### src/rtl/uart_irq_pkg.sv
package uart_irq_pkg;
  localparam int unsigned REG_W   = 8;
  localparam int unsigned NUM_SRC = 5;
  localparam int unsigned NUM_ERR = 5;
  localparam int unsigned UEN_BIT = 6;
  localparam logic [REG_W-1:0] IER_WMASK = 8'h5F;
  localparam logic [REG_W-1:0] IIR_NONE  = 8'h01;

  // source index = priority rank, 0 is highest
  typedef enum logic [2:0] {
    SRC_LS  = 3'd0,
    SRC_RXD = 3'd1,
    SRC_RTO = 3'd2,
    SRC_TXR = 3'd3,
    SRC_MDM = 3'd4
  } irq_src_e;

  function automatic int unsigned src_ier_bit(int unsigned src);
    case (src)
      0:       return 2;
      1:       return 0;
      2:       return 4;
      3:       return 1;
      default: return 3;
    endcase
  endfunction

  function automatic logic [REG_W-1:0] src_iir_code(int unsigned src);
    case (src)
      0:       return 8'h06;
      1:       return 8'h04;
      2:       return 8'h0C;
      3:       return 8'h02;
      default: return 8'h00;
    endcase
  endfunction
endpackage

### src/rtl/uart_ier_reg.sv
module uart_ier_reg
  import uart_irq_pkg::*;
#(
  parameter int unsigned W = REG_W,
  parameter int unsigned N = NUM_SRC
) (
  input  logic         clk_i,
  input  logic         rst_ni,
  input  logic         we_i,
  input  logic [W-1:0] wdata_i,
  output logic [W-1:0] rdata_o,
  output logic         unit_en_o,
  output logic [N-1:0] src_en_o
);
  logic [W-1:0] ier_q;

  always_ff @(posedge clk_i or negedge rst_ni) begin
    if (!rst_ni)   ier_q <= '0;
    else if (we_i) ier_q <= wdata_i & W'(IER_WMASK);
  end

  assign rdata_o   = ier_q;
  assign unit_en_o = ier_q[UEN_BIT];

  // reorder enable bits into priority-ranked source order
  for (genvar s = 0; s < N; s++) begin : g_map
    localparam int unsigned B = src_ier_bit(s);
    assign src_en_o[s] = ier_q[B];
  end
endmodule

### src/rtl/uart_ls_sticky.sv
module uart_ls_sticky #(
  parameter int unsigned N = 5
) (
  input  logic         clk_i,
  input  logic         rst_ni,
  input  logic         cap_en_i,
  input  logic [N-1:0] err_i,
  input  logic         clr_i,
  output logic [N-1:0] flags_o,
  output logic         any_o
);
  for (genvar b = 0; b < N; b++) begin : g_flag
    logic flag_q;
    always_ff @(posedge clk_i or negedge rst_ni) begin
      if (!rst_ni) flag_q <= 1'b0;
      else         flag_q <= (flag_q & ~clr_i) | (err_i[b] & cap_en_i);
    end
    assign flags_o[b] = flag_q;
  end

  assign any_o = |flags_o;
endmodule

### src/rtl/uart_irq_arb.sv
module uart_irq_arb
  import uart_irq_pkg::*;
#(
  parameter int unsigned N = NUM_SRC,
  parameter int unsigned W = REG_W
) (
  input  logic         clk_i,
  input  logic         rst_ni,
  input  logic [N-1:0] pend_i,
  output logic         irq_o,
  output logic [W-1:0] iir_o
);
  logic [W-1:0] code_d;
  logic [W-1:0] iir_q;
  logic         irq_q;

  always_comb begin
    code_d = W'(IIR_NONE);
    for (int i = N - 1; i >= 0; i--) begin
      if (pend_i[i]) code_d = W'(src_iir_code(i));
    end
  end

  always_ff @(posedge clk_i or negedge rst_ni) begin
    if (!rst_ni) begin
      irq_q <= 1'b0;
      iir_q <= W'(IIR_NONE);
    end else begin
      irq_q <= |pend_i;
      iir_q <= code_d;
    end
  end

  assign irq_o = irq_q;
  assign iir_o = iir_q;
endmodule

### src/rtl/uart_irq_ctrl.sv
module uart_irq_ctrl
  import uart_irq_pkg::*;
(
  input  logic         clk_i,
  input  logic         rst_ni,
  input  logic         ier_we_i,
  input  logic [7:0]   ier_wdata_i,
  output logic [7:0]   ier_rdata_o,
  input  logic [4:0]   rx_err_i,
  input  logic         lsr_rd_i,
  output logic [4:0]   lsr_flags_o,
  input  logic         rx_avail_i,
  input  logic         rx_timeout_i,
  input  logic         tx_req_i,
  input  logic         modem_chg_i,
  output logic [7:0]   iir_o,
  output logic         unit_en_o,
  output logic         irq_o
);
  logic [NUM_SRC-1:0] src_en;
  logic [NUM_SRC-1:0] src_raw;
  logic [NUM_SRC-1:0] src_pend;
  logic               ls_any;

  uart_ier_reg #(.W(REG_W), .N(NUM_SRC)) u_ier (
    .clk_i    (clk_i),
    .rst_ni   (rst_ni),
    .we_i     (ier_we_i),
    .wdata_i  (ier_wdata_i),
    .rdata_o  (ier_rdata_o),
    .unit_en_o(unit_en_o),
    .src_en_o (src_en)
  );

  uart_ls_sticky #(.N(NUM_ERR)) u_ls (
    .clk_i   (clk_i),
    .rst_ni  (rst_ni),
    .cap_en_i(unit_en_o),
    .err_i   (rx_err_i),
    .clr_i   (lsr_rd_i),
    .flags_o (lsr_flags_o),
    .any_o   (ls_any)
  );

  always_comb begin
    src_raw          = '0;
    src_raw[SRC_LS]  = ls_any;
    src_raw[SRC_RXD] = rx_avail_i;
    src_raw[SRC_RTO] = rx_timeout_i;
    src_raw[SRC_TXR] = tx_req_i;
    src_raw[SRC_MDM] = modem_chg_i;
  end

  assign src_pend = src_raw & src_en & {NUM_SRC{unit_en_o}};

  uart_irq_arb #(.N(NUM_SRC), .W(REG_W)) u_arb (
    .clk_i (clk_i),
    .rst_ni(rst_ni),
    .pend_i(src_pend),
    .irq_o (irq_o),
    .iir_o (iir_o)
  );
endmodule

### config.mk
export PLATFORM = sky130hd
export DESIGN_NAME = uart_irq_ctrl
export DESIGN_NICKNAME = d
export VERILOG_FILES = /design/src/rtl/uart_irq_pkg.sv /design/src/rtl/uart_ier_reg.sv /design/src/rtl/uart_ls_sticky.sv /design/src/rtl/uart_irq_arb.sv /design/src/rtl/uart_irq_ctrl.sv
export SDC_FILE = /design/constraint.sdc
export NUM_CORES = 1
export LEC_CHECK = 0
export ABC_AREA = 0
export BUFFER_PORTS_ARGS = -buffer_cell sky130_fd_sc_hd__buf_4
export CORE_MARGIN = 2
export CORE_UTILIZATION = 31
export CTS_CLUSTER_SIZE = 24
export DETAILED_ROUTE_END_ITERATION = 8
export PLACE_DENSITY = 0.73
export SETUP_SLACK_MARGIN = 0.02
export SLEW_MARGIN = 30
export SYNTH_ARGS = -nofsm -noshare
export SYNTH_HDL_FRONTEND = slang
export SYNTH_SLANG_ARGS = --single-unit
### constraint.sdc
create_clock -name clk_i -period 3.4 [get_ports clk_i]
set_input_delay 0.17 -clock clk_i [delete_from_list [all_inputs] [get_ports clk_i]]
set_output_delay 0.17 -clock clk_i [all_outputs]
set_load 0.005 [all_outputs]
==> flow_metrics.env, run 1 <==
export IMPL_gp_congestion=0.7138
export IMPL_netlist_area_um2=719.4
export IMPL_muxShareOfSynthArea_pct=9.391
export IMPL_rsz0062_at_grt="no"
export IMPL_met3WireLength_um=106
export IMPL_fp_dieH_um=52.18
export IMPL_synth_top_cells_by_count="dfrtp_1 (15), buf_4 (12), nand2_1 (6)"
export IMPL_io_buffers=35
export IMPL_syn_instance_count=64
export IMPL_synth_compound_area_share_pct=12.00
export IMPL_fin_skew_ns=0.006957
export IMPL_drt_wl_total_mm=1.419
export IMPL_antenna_found_initial=0
export IMPL_synth_top_family_by_area="buffers and inverters"
export IMPL_route_detailed_drc=0
export IMPL_critical_path_class="reg -> out"
export IMPL_crit_path_max_incr_delay_ns=0.60
export IMPL_dieArea_um2=2722
export IMPL_critical_path_buf_inv_count=1
export IMPL_yosysUniqueCellTypes=19
export IMPL_startpoint_type="flip-flop"
export IMPL_hp_start="rx_avail_i"
export IMPL_postCtsSetupBuffers=0
export IMPL_syn_to_final_growth_pct=36.87
export IMPL_synthDominantAreaCellType="dfrtp_1"
export IMPL_insertion_delay_ns=0.28
export IMPL_antenna_left=0
export IMPL_synth_edf_count=0
export IMPL_fp_dieW_um=52.18
export IMPL_synth_xor_area_share_pct=0
export IMPL_hold_viol_final=0
export IMPL_r2r_start="u_ier.rdata_o[0]"
export IMPL_grt_max_degree=17
export IMPL_ys_top_cells_by_area="dfrtp_1 (52%), buf_4 (13%), mux2_2 (6.3%)"
export IMPL_synth_warnings=0
export IMPL_met1_length_um=595
export IMPL_max_cap_viol_count=0
export IMPL_ys_flop_type="dfrtp_1"
export IMPL_rows=17
export IMPL_slew_viol_final=0
export IMPL_hpwlAfterDp_mm=1.141
export IMPL_clk_path_buf_depth=2
export IMPL_grt_pass1_wl_mm=2.263
export IMPL_synth_simple_area_share_pct=6.087
export IMPL_crit_chain="buf_4"
export IMPL_cts_tree="yes"
export IMPL_syn_area_per_cell_um2=11.24
export IMPL_hold_slack_ns=0.07349
export IMPL_slowest_stage="dfrtp_1"
export IMPL_cts_buffers=3
export IMPL_worst_path_max_fanout=13
export IMPL_dr_max_layer_used="met4"
export IMPL_num_antenna_cells=0
export IMPL_drt_initial_drc_count=1
export IMPL_setup_worst_path_start="u_ier.rdata_o[6]"
export IMPL_route_met2_wl_um=709
export IMPL_clkSinkCount=16
export IMPL_ys_ff_latch=16
export IMPL_power_leakage_nw=0.4958
export IMPL_start_util_pct=32.52
export IMPL_vias=533
export IMPL_ios=44
export IMPL_yosysMostFrequentCell="dfrtp_1"
export IMPL_path_delay_family="flip-flops"
export IMPL_final_nets=117
export IMPL_drtPass1Iterations=2
export IMPL_synth_fa_ha_area_share_pct=0
export IMPL_period_needed_ns=1.237
export IMPL_fin_setup_tns_ns=0
export IMPL_coreArea_um2=2212
export IMPL_cts_root_buf="clkbuf_4"
export IMPL_synth_top_area_share_pct=52.17
export IMPL_crit_arrival_ns=1.07
export IMPL_cp_end_kind="output port"
export IMPL_cp_required_ns=3.23
export IMPL_outcome="finished clean"
export IMPL_grt_util_all_layers_pct=11.40
export IMPL_via_per_inst=4.333
export IMPL_cts_max_level=1
export IMPL_cts_clk_slew_worst_paths_ns=0.10
export IMPL_post_drt_wl_per_cell_um=11.54
export IMPL_ys_seq_area_share_pct=55.83
export IMPL_async_flop_share_pct=100.0
export IMPL_grt_pass1_vias=503
export IMPL_p_per_area_nw_per_um2=449.7
export IMPL_clock_fmax_ghz=0.8085
export IMPL_hp_class="in -> reg"
export IMPL_fin_crit_sh_pct=36.38
export IMPL_drive_gt1_share_pct=47.37
export IMPL_ir_drop_mv=0.1767
export IMPL_overflow=0
export IMPL_finalSetupViolCount=0
## layer usage
metal,GRT usage [%],vias to the layer above
li1,-,257
met1,12.93,251
met3,3.714,2
met5,0,-
met4,3.846,0
met2,20.04,23
## where the power goes
| group | leakage, nW | internal, mW | switching [mW] |
|---|---|---|---|
| clock | 0.0210 | 0.0650 | 0.0568 |
| sequential | 0.193 | 0.212 | 0.0189 |
| combinational | 0.282 | 0.0568 | 0.0328 |
## flip-flops by register name, summed over array words and instances (netlist names)
register and flops:
u_ls.g_flag.flag_q 5, u_arb.irq_o 1, u_ier.rdata_o 6, u_arb.iir_o 4
## area by class of cell
| type | count | area [um2] |
|---|---|---|
| sequential | 16 | 401.6 |
| clock buffer | 4 | 36.28 |
| inverter | 5 | 18.77 |
| timing repair buffer | 36 | 272.8 |
| fill | 222 | 1227 |
| tap | 28 | 35.03 |
| multi-input combinational | 34 | 220.2 |
## placed cells by master (no fill, tap or decap)
cell / count
buf_4: 35
dfrtp_1: 15
nand2_1: 6
conb_1: 6
inv_1: 5
o21ai_0: 5
mux2_2: 4
o21a_1: 3
clkbuf_4: 3
mux2_1: 2
a22o_1: 1
nor4_2: 1
a21boi_1: 1
nor2_1: 1
a221o_1: 1
o21ai_1: 1
nand3_1: 1
a211oi_1: 1
clkbuf_8: 1
dlygate4sd3_1: 1
dfstp_2: 1
## final timing paths
check                                        end  slack (ns)  cells after the start
max                                    unit_en_o        2.16                      1
min                               u_arb.iir_o[3]        0.07                      2
max reg2reg                          u_arb.irq_o        2.17                      3
min reg2reg                       u_arb.iir_o[3]        0.51                      1
max in group asynchronous         u_arb.iir_o[0]        2.88                      2
min in group asynchronous  u_ls.g_flag[0].flag_q        0.27                      2
## repair_timing
| item | in CTS | in global routing |
|---|---|---|
| resized for setup | 0 | 0 |
| hold buffers | 1 | 0 |
| endpoints found under the hold margin | 16 | 0 |
| endpoints found under the setup margin | 0 | 0 |
## through the flow
step	utilization, %	cells	setup WS (ns)	power (mW)	area (um2)
finish	44.51	123	2.163	0.4428	984.7
global route	44.51	123	2.090	0.4679	984.7
CTS	44.51	123	2.160	0.4477	984.7
detailed placement	42.42	118	2.184	0.3255	938.4
global placement	42.42	118	2.202	0.3224	938.4
floorplan	-	69	2.230	0.2794	738.2
## cell families after synthesis
group                  after synthesis
AO/OA/AOI/OAI                       13
multiplexers                         6
AND/OR/NAND/NOR                      9
other                                1
buffers and inverters               19
flip-flops                          16
No activity file was read; power rests on OpenSTA's default activity.
==> run 2, diff against run 1 <==
--- a/config.mk
+++ b/config.mk
@@ -11,7 +11,7 @@
 export CORE_UTILIZATION = 31
 export CTS_CLUSTER_SIZE = 24
 export DETAILED_ROUTE_END_ITERATION = 8
-export PLACE_DENSITY = 0.73
+export PLACE_DENSITY = 0.75
 export SETUP_SLACK_MARGIN = 0.02
 export SLEW_MARGIN = 30
 export SYNTH_ARGS = -nofsm -noshare
==> constraint.sdc (replaced) <==
create_clock -name clk_i -period 0.99 [get_ports clk_i]
set_input_delay 0.0495 -clock clk_i [delete_from_list [all_inputs] [get_ports clk_i]]
set_output_delay 0.0495 -clock clk_i [all_outputs]
set_load 0.005 [all_outputs]
==> run 2 against run 1 <==
Against the previous run: first-iteration DRC count rose to 6.0 times the previous value; clock power grew to 2.9 times the previous value; die area did not move; via count rose by 19%; non-clock buffer count rose by 25; count of clock-buffer cells in the layout is the same; sequential cell count stayed put; cell area increased by 28%; the flow now finishes with violations (setup timing); cell count grew 20%; hold slack worse by 0.052 ns; sequential share of layout area shrank 8.9 points; utilization is 13 points higher.
==> flow_metrics.env, run 2 (synthesis gave the netlist of run 1 again) <==
export IMPL_outcome="complete, but fails checks"
export IMPL_violations="setup timing"
export IMPL_p_per_area_nw_per_um2=1309
export IMPL_clock_fmax_ghz=0.8462
export IMPL_grt_util_all_layers_pct=14.59
export IMPL_io_buffers=35
export IMPL_grt_pass1_vias=632
export IMPL_antenna_left=0
export IMPL_critical_path_class="reg -> reg"
export IMPL_drive_gt1_share_pct=50.83
export IMPL_post_drt_wl_per_cell_um=12.30
export IMPL_final_common_cell="buf_4"
export IMPL_hp_class="in -> reg"
export IMPL_syn_to_final_growth_pct=75.48
export IMPL_fin_setup_tns_ns=-0.8869
export IMPL_cp_end_kind="flip-flop"
export IMPL_insertion_delay_ns=0.27
export IMPL_ir_drop_mv=0.9592
export IMPL_hold_viol_final=0
export IMPL_slowest_stage="dfrtp_1"
export IMPL_ios=44
export IMPL_gp_congestion=0.7134
export IMPL_postLayoutSetupSlackWorst_ns=-0.1917
export IMPL_hpwlAfterDp_mm=1.270
export IMPL_grt_pass1_wl_mm=2.815
export IMPL_fp_dieW_um=52.18
export IMPL_power_mw=1.653
export IMPL_max_cap_viol_count=0
export IMPL_dp_cells=128
export IMPL_hp_start="ier_wdata_i[6]"
export IMPL_start_util_pct=32.52
export IMPL_dieArea_um2=2722
export IMPL_num_antenna_cells=0
export IMPL_drt_initial_drc_count=6
export IMPL_crit_path_max_incr_delay_ns=0.40
export IMPL_final_seq_area_um2=402.9
export IMPL_rows=17
export IMPL_startpoint_type="flip-flop"
export IMPL_finalSetupViolCount=8
export IMPL_mostFrequentLayoutCells="buf_4 (33), buf_6 (15), dfrtp_1 (14)"
export IMPL_vias=636
export IMPL_slew_viol_final=0
export IMPL_drtPass1Iterations=4
export IMPL_via_per_inst=4.297
export IMPL_power_leakage_nw=0.6250
export IMPL_fin_cells=148
export IMPL_clkSinkCount=16
export IMPL_fp_dieH_um=52.18
export IMPL_final_util_pct=57.07
export IMPL_antenna_found_initial=0
export IMPL_cts_tree="yes"
export IMPL_cts_root_buf="clkbuf_4"
export IMPL_multiInputGateArea_um2=232.7
export IMPL_cts_clk_slew_worst_paths_ns=0.09
export IMPL_cp_required_ns=1.16
export IMPL_drt_wl_total_mm=1.821
export IMPL_r2r_start="u_ier.rdata_o[0]"
export IMPL_fin_crit_sh_pct=119.4
export IMPL_setup_worst_path_start="u_ier.rdata_o[0]"
export IMPL_rsz0062_at_grt="yes"
export IMPL_crit_arrival_ns=1.35
export IMPL_period_needed_ns=1.182
export IMPL_largest_register_ffs=6
export IMPL_fin_skew_ns=0.003608
export IMPL_route_detailed_drc=0
export IMPL_final_nets=142
export IMPL_worst_path_max_fanout=2
export IMPL_nFillCells=192
export IMPL_clk_path_buf_depth=2
export IMPL_coreArea_um2=2212
export IMPL_crit_chain="a22o_1, a221o_1, o21a_1"
export IMPL_cts_buffers=3
export IMPL_overflow=0
export IMPL_cts_max_level=1
export IMPL_grt_max_degree=17
[run 2: cell count changes in the layout (fill, tap and decap cells not counted), sizes merged]
cell / change
buf: +13
dlygate4sd3: +12
[run 2: path summary, 6_finish.rpt]
path	end	slack (ns)	cells after the start
min	u_ier.rdata_o[6]	0.02	2
max in group asynchronous	u_arb.iir_o[0]	0.58	2
max	u_arb.irq_o	-0.19	3
max reg2reg	u_arb.irq_o	-0.19	3
min in group asynchronous	u_arb.iir_o[3]	0.16	2
min reg2reg	u_ls.g_flag[0].flag_q	0.58	2
[run 2: metal layers]
layer | GRT usage (%) | up-vias | wire (um)
met5 | 0 | - | 0
met4 | 6.410 | 0 | 27
met3 | 2.857 | 2 | 105
met2 | 27.64 | 24 | 1031
met1 | 15.41 | 301 | 657
li1 | - | 309 | -
[run 2: layout make-up]
cell class	count	area share, %
repair buffers	61	43.31
flip-flops and latches	16	31.91
multi-input cells	34	18.43
well taps	28	2.775
clock buffers	4	2.081
inverters	5	1.487
[run 2: worst max-delay path: cells and delay by family, from the launching register on]
family	cells	cell delay [ns]
compound gates	3	0.67
flops	1	0.40
[run 2: repair_timing]
item                                   in CTS  in global routing
hold buffers                               11                  2
resized for setup                          16                  2
endpoints found under the hold margin      26                  2
setup buffers                               1                  2
setup endpoints to repair                  13                 16
pin swaps                                   1                  3
[run 2: per-stage QoR]
stage	setup WS, ns	hold slack (ns)	area, um2
2_1_floorplan	-0.1790	-0.2461	742.0
3_3_place_gp	-0.1337	-0.08785	1017
3_5_place_dp	-0.1606	-0.08378	1017
4_1_cts	-0.1847	-0.05536	1222
5_1_grt	-0.2490	0.01244	1262
6_report	-0.1917	0.02183	1262
[run 2: where the power goes]
group / leakage (nW) / switching, mW / internal (mW) / total (mW)
clock: 0.0150 / 0.193 / 0.156 / 0.349
sequential: 0.192 / 0.0495 / 0.731 / 0.780
combinational: 0.418 / 0.179 / 0.344 / 0.523
